File: config.mk
export PLATFORM = sky130hd
export DESIGN_NAME = wdfs_out_ctrl
export DESIGN_NICKNAME = d
export VERILOG_FILES = /design/src/rtl/wdfs_pkg.sv /design/src/rtl/wdfs_sync.sv /design/src/rtl/wdfs_wdog.sv /design/src/rtl/wdfs_flt.sv /design/src/rtl/wdfs_out_ctrl.sv
export SDC_FILE = /design/constraint.sdc
export NUM_CORES = 1
export LEC_CHECK = 0
export ABC_AREA = 1
export ABC_CLOCK_PERIOD_IN_PS = 1700
export BUFFER_PORTS_ARGS = -buffer_cell sky130_fd_sc_hd__buf_2
export CAP_MARGIN = 30
export CORE_MARGIN = 1
export CORE_UTILIZATION = 40
export CTS_CLUSTER_DIAMETER = 50
export DETAILED_ROUTE_END_ITERATION = 16
export PLACE_DENSITY = 0.61
export SETUP_SLACK_MARGIN = 0.4
export SKIP_CTS_REPAIR_TIMING = 1
export SLEW_MARGIN = 40
export SYNTH_ARGS = -nofsm -noshare
export SYNTH_HDL_FRONTEND = slang
export SYNTH_HIERARCHICAL = 1
export SYNTH_SLANG_ARGS = --single-unit
File: constraint.sdc
create_clock -name clk_i -period 1.7 [get_ports clk_i]
set_input_delay 0.255 -clock clk_i [delete_from_list [all_inputs] [get_ports clk_i]]
set_output_delay 0.255 -clock clk_i [all_outputs]
set_load 0.03 [all_outputs]
File: src/rtl/wdfs_pkg.sv
package wdfs_pkg;
  typedef enum logic [1:0] {
    SRC_OFF = 2'd0,
    SRC_SPI = 2'd1,
    SRC_DIR = 2'd2,
    SRC_FS  = 2'd3
  } src_e;

  localparam logic [1:0] STRAP_GND = 2'b00;
  localparam logic [1:0] STRAP_OFF = 2'b01;
  localparam int unsigned CFG_ON  = 0;
  localparam int unsigned CFG_DIR = 1;
  localparam int unsigned CFG_W   = 2;
endpackage

File: src/rtl/wdfs_sync.sv
module wdfs_sync #(
  parameter int unsigned W      = 1,
  parameter int unsigned STAGES = 2
) (
  input  logic         clk_i,
  input  logic         rst_ni,
  input  logic [W-1:0] d_i,
  output logic [W-1:0] q_o
);
  logic [STAGES-1:0][W-1:0] st_q;

  always_ff @(posedge clk_i or negedge rst_ni) begin
    if (!rst_ni) st_q <= '0;
    else         st_q <= {st_q[STAGES-2:0], d_i};
  end

  assign q_o = st_q[STAGES-1];
endmodule

File: src/rtl/wdfs_wdog.sv
module wdfs_wdog #(
  parameter int unsigned TIMEOUT_CYC = 1000
) (
  input  logic clk_i,
  input  logic rst_ni,
  input  logic en_i,
  input  logic kick_i,
  output logic to_o
);
  localparam int unsigned CW = (TIMEOUT_CYC > 2) ? $clog2(TIMEOUT_CYC) : 1;
  localparam logic [CW-1:0] LAST = CW'(TIMEOUT_CYC - 1);

  logic [CW-1:0] cnt_q;

  always_ff @(posedge clk_i or negedge rst_ni) begin
    if (!rst_ni) begin
      cnt_q <= '0;
      to_o  <= 1'b0;
    end else if (!en_i || kick_i) begin
      cnt_q <= '0;
      to_o  <= 1'b0;
    end else if (!to_o) begin
      if (cnt_q == LAST) begin
        cnt_q <= '0;
        to_o  <= 1'b1;
      end else begin
        cnt_q <= cnt_q + 1'b1;
      end
    end
  end
endmodule

File: src/rtl/wdfs_flt.sv
module wdfs_flt #(
  parameter int unsigned NUM_FLT = 4
) (
  input  logic               clk_i,
  input  logic               rst_ni,
  input  logic [NUM_FLT-1:0] set_i,
  input  logic               clr_i,
  output logic [NUM_FLT-1:0] q_o
);
  // clear reloads live faults so an active one is never lost
  always_ff @(posedge clk_i or negedge rst_ni) begin
    if (!rst_ni)    q_o <= '0;
    else if (clr_i) q_o <= set_i;
    else            q_o <= q_o | set_i;
  end
endmodule

File: src/rtl/wdfs_out_ctrl.sv
module wdfs_out_ctrl
  import wdfs_pkg::*;
#(
  parameter int unsigned TIMEOUT_CYC = 1000,
  parameter int unsigned NUM_FLT     = 4,
  localparam int unsigned STAT_W     = NUM_FLT + 3
) (
  input  logic               clk_i,
  input  logic               rst_ni,
  input  logic               sleep_ni,
  input  logic               wake_i,
  input  logic [1:0]         strap_i,
  input  logic               dir_i,
  input  logic               wr_vld_i,
  input  logic [CFG_W-1:0]   wr_data_i,
  input  logic [NUM_FLT-1:0] flt_i,
  input  logic               flt_clr_i,
  output logic               out_en_o,
  output logic               fault_no,
  output logic [STAT_W-1:0]  status_o
);
  logic               arst_n;
  logic               run, run_d, run_rise, started;
  logic [1:0]         isync_q;
  logic               wake_s, dir_s;
  logic               wr_ok, kick, wd_en, wd_to;
  logic [CFG_W-1:0]   cfg_q;
  logic [NUM_FLT-1:0] flt_q;
  src_e               src;

  // sleep pin clears config and faults asynchronously
  assign arst_n = rst_ni & sleep_ni;

  wdfs_sync #(.W(1)) u_rsync (
    .clk_i (clk_i),
    .rst_ni(arst_n),
    .d_i   (1'b1),
    .q_o   (run)
  );

  wdfs_sync #(.W(2)) u_isync (
    .clk_i (clk_i),
    .rst_ni(rst_ni),
    .d_i   ({wake_i, dir_i}),
    .q_o   (isync_q)
  );
  assign wake_s = isync_q[1];
  assign dir_s  = isync_q[0];

  assign run_rise = run & ~run_d;
  assign wr_ok    = wr_vld_i & run;

  always_ff @(posedge clk_i or negedge arst_n) begin
    if (!arst_n) begin
      run_d   <= 1'b0;
      started <= 1'b0;
      cfg_q   <= '0;
    end else begin
      run_d   <= run;
      started <= started | run_rise;
      if (wr_ok) cfg_q <= wr_data_i;
    end
  end

  assign wd_en = (strap_i != STRAP_GND) & (wake_s | started);
  assign kick  = wr_ok | run_rise;

  wdfs_wdog #(.TIMEOUT_CYC(TIMEOUT_CYC)) u_wdog (
    .clk_i (clk_i),
    .rst_ni(rst_ni),
    .en_i  (wd_en),
    .kick_i(kick),
    .to_o  (wd_to)
  );

  wdfs_flt #(.NUM_FLT(NUM_FLT)) u_flt (
    .clk_i (clk_i),
    .rst_ni(arst_n),
    .set_i (flt_i),
    .clr_i (flt_clr_i),
    .q_o   (flt_q)
  );

  // priority: fault, fail-safe, sleep, direct, register
  always_comb begin
    src      = SRC_OFF;
    out_en_o = 1'b0;
    if (|flt_q) begin
      src      = SRC_OFF;
      out_en_o = 1'b0;
    end else if (wd_to) begin
      src      = SRC_FS;
      out_en_o = (strap_i != STRAP_OFF);
    end else if (run) begin
      if (cfg_q[CFG_DIR]) begin
        src      = SRC_DIR;
        out_en_o = dir_s;
      end else begin
        src      = SRC_SPI;
        out_en_o = cfg_q[CFG_ON];
      end
    end
  end

  assign fault_no = ~|flt_q;
  assign status_o = {flt_q, wd_to, src};
endmodule

==> results.json <==
{
  "totalWireLength_microns": 2500,
  "drc_errors": 4,
  "pwr_density_cell_mw_per_mm2": 677,
  "peakVddDrop_mv": 0.363,
  "syn_inst": 146,
  "required_ns": 1.44,
  "n_antenna_cell": 0,
  "p_leak_nw": 0.776,
  "grt_pass1_wl_microns": 4170,
  "start_util_pct": 43.3,
  "final_net_count": 197,
  "cts_tree": "done",
  "initialDrtViolationCount": 65,
  "via_per_inst": 4.85,
  "postRouteAntennaNets": 0,
  "rsz0062_at_grt": "true",
  "status": "finished with violations",
  "synth_warnings": 6,
  "core_sq_mm": 0.00281,
  "grt_pass1_vias": 959,
  "ys_seq_area_share_pct": 51.5,
  "final-setup-viol-count": 0,
  "synthTopCellsByArea": "dfrtp_1 52%, nand2_1 13%, inv_1 5.9%",
  "min_path_type": "in -> reg",
  "ios": 24,
  "synth_area_leader_cell": "dfrtp_1",
  "drive_gt1_share_pct": 35.6,
  "crit_path_end_kind": "output port",
  "worstSkewPairLatency_ns": 0.31,
  "grt_overflow": 0,
  "ctsRootBufferMaster": "clkbuf_4",
  "crit_type": "reg -> out",
  "track_usage_pct": 16.5,
  "yosys.area.top_type_share_pct": 51.5,
  "violations": "DRC",
  "finalCritPeriodShare_pct": 90.3,
  "maxSlewViolCount": 0,
  "cp_max_fo": 4,
  "max_stage_delay_ns": 0.42,
  "max_freq_mhz": 651,
  "clockBufferDepth": 2,
  "tns_ns": 0,
  "start_kind": "flop",
  "die_w_microns": 57.1,
  "worstPathArrival_ns": 1.28,
  "io_buffers": 23,
  "antenna_found_initial": 0,
  "h-tree-depth": 1,
  "yosys.cell_types.count": 26,
  "ys_ff_latch": 25,
  "die_h_microns": 57.1,
  "slowest_stage": "dfrtp_1",
  "power_mw": 1.05,
  "first_pass_iters": 10,
  "via_count": 1023,
  "clk_pin_slew_ns": 0.13,
  "cts_buffers": 3,
  "wl_per_cell_microns": 11.8,
  "dp_hpwl_microns": 1730,
  "skew_ns": 0.00988,
  "fin_crit_ns": 1.54,
  "place.gp.congestion": 0.874,
  "postSynthAreaPerCell_sq_um": 8.31,
  "syn_nets": 162,
  "max-cap-violations": 0,
  "hold_viol": 0,
  "area_growth_pct": 28.1,
  "cts.sinks": 25,
  "crit_chain": "nor2_2 -> nand2_2 -> nor2_1 -> nand2_1 -> inv_1 -> buf_6",
  "grt_max_degree": 16,
  "rows": 19,
  "dieArea_sq_mm": 0.00326,
  "synth_area_sq_mm": 0.00121
}
-- report_power, final --
part	leakage [nW]	internal, mW	switching (mW)
sequential	0.312	0.623	0.0291
combinational	0.449	0.0651	0.0815
clock	0.0150	0.0915	0.163
-- final timing paths --
| check | startpoint | to | slack (ns) | depth (start not counted) |
|---|---|---|---|---|
| worst max-delay path | u_flt/q_o[2] | out_en_o | 0.16 | 6 |
| worst min-delay path | wake_i | u_isync/st_q[1] | 0.04 | 1 |
| worst max register to register | u_wdog/cnt_q[0] | u_wdog/cnt_q[7] | 0.33 | 8 |
| worst min register to register | u_rsync/st_q[0] | u_rsync/q_o | 0.37 | 0 |
| max in group asynchronous | rst_ni | u_rsync/q_o | 0.90 | 4 |
| min in group asynchronous | sleep_ni | run_d | 0.45 | 4 |
-- through the flow --
stage          instances  utilization, %  hold WS, ns  area, sq um  setup slack (ns)
2_1_floorplan        146               -      -0.0406         1210             0.305
3_3_place_gp         198            48.2        0.264         1350             0.272
3_5_place_dp         198            48.2        0.269         1350             0.202
4_1_cts              202            49.2      -0.0976         1380            0.0809
5_1_grt              211            55.4       0.0117         1560            0.0823
6_report             211            55.4       0.0384         1560             0.164
-- worst max-delay path: cells and delay by family (launching register included) --
family        cells  cell delay, ns
simple gates      4            0.38
flops             1            0.42
buf+inv           2            0.18
-- cell usage after synthesis (all sizes together) --
| master | number |
|---|---|
| o21bai | 2 |
| clkinv | 1 |
| dfrtp | 25 |
| nand3 | 12 |
| conb | 1 |
| nand2 | 45 |
| o22a | 1 |
| nand4 | 2 |
| a21oi | 4 |
| o22ai | 3 |
| ha | 1 |
| nor3 | 1 |
| xor2 | 2 |
| nor2 | 17 |
| inv | 20 |
| buf | 3 |
| o21ai | 5 |
| xnor2 | 1 |
-- flip-flops by register name (all words and copies together) (netlist names) --
register	cells
run_d	1
u_rsync/st_q	1
started	1
u_rsync/q_o	1
cfg_q	2
u_isync/st_q	2
u_flt/q_o	4
u_wdog/to_o	1
u_isync/q_o	2
u_wdog/cnt_q	10
-- layer usage --
layer  up-vias  track usage, %  wire, microns
met5         -               0              0
met4         0            6.27             19
met3         2            2.04             86
met2        19            26.2           1290
met1       479            23.3           1110
li1        523               -              -
-- cell usage in the layout (no fill, tap or decap), drive strengths merged --
| master | n |
|---|---|
| conb | 1 |
| clkbuf | 4 |
| buf | 31 |
| xor2 | 2 |
| dlygate4sd3 | 2 |
| nand4 | 2 |
| ha | 1 |
| a21oi | 4 |
| nor3 | 1 |
| o22a | 1 |
| nor2 | 17 |
| o21bai | 2 |
| o21ai | 5 |
| xnor2 | 1 |
| dfrtp | 25 |
| inv | 21 |
| nand2 | 45 |
| o22ai | 3 |
| nand3 | 12 |
-- logic make-up (layout without fill, tap and decap cells) --
logic type      count (synthesis)  in the layout  share of synthesized area (%)
compound gates                 15             15                           7.53
xor+xnor                        3              3                           2.17
fa+ha+maj                       1              1                           1.03
buf+inv                        24             58                           8.35
flops                          25             25                           51.5
other cells                     1              1                          0.309
simple gates                   77             77                           29.1
-- area by class of cell --
cell class | instances | area, sq um
sequential | 25 | 629
clock buffer | 4 | 26.3
tap | 31 | 38.8
inverter | 21 | 81.3
fill | 258 | 1250
timing repair buffer | 33 | 213
multi-input combinational | 97 | 567
Note: power is estimated with default switching activity, not from simulation.
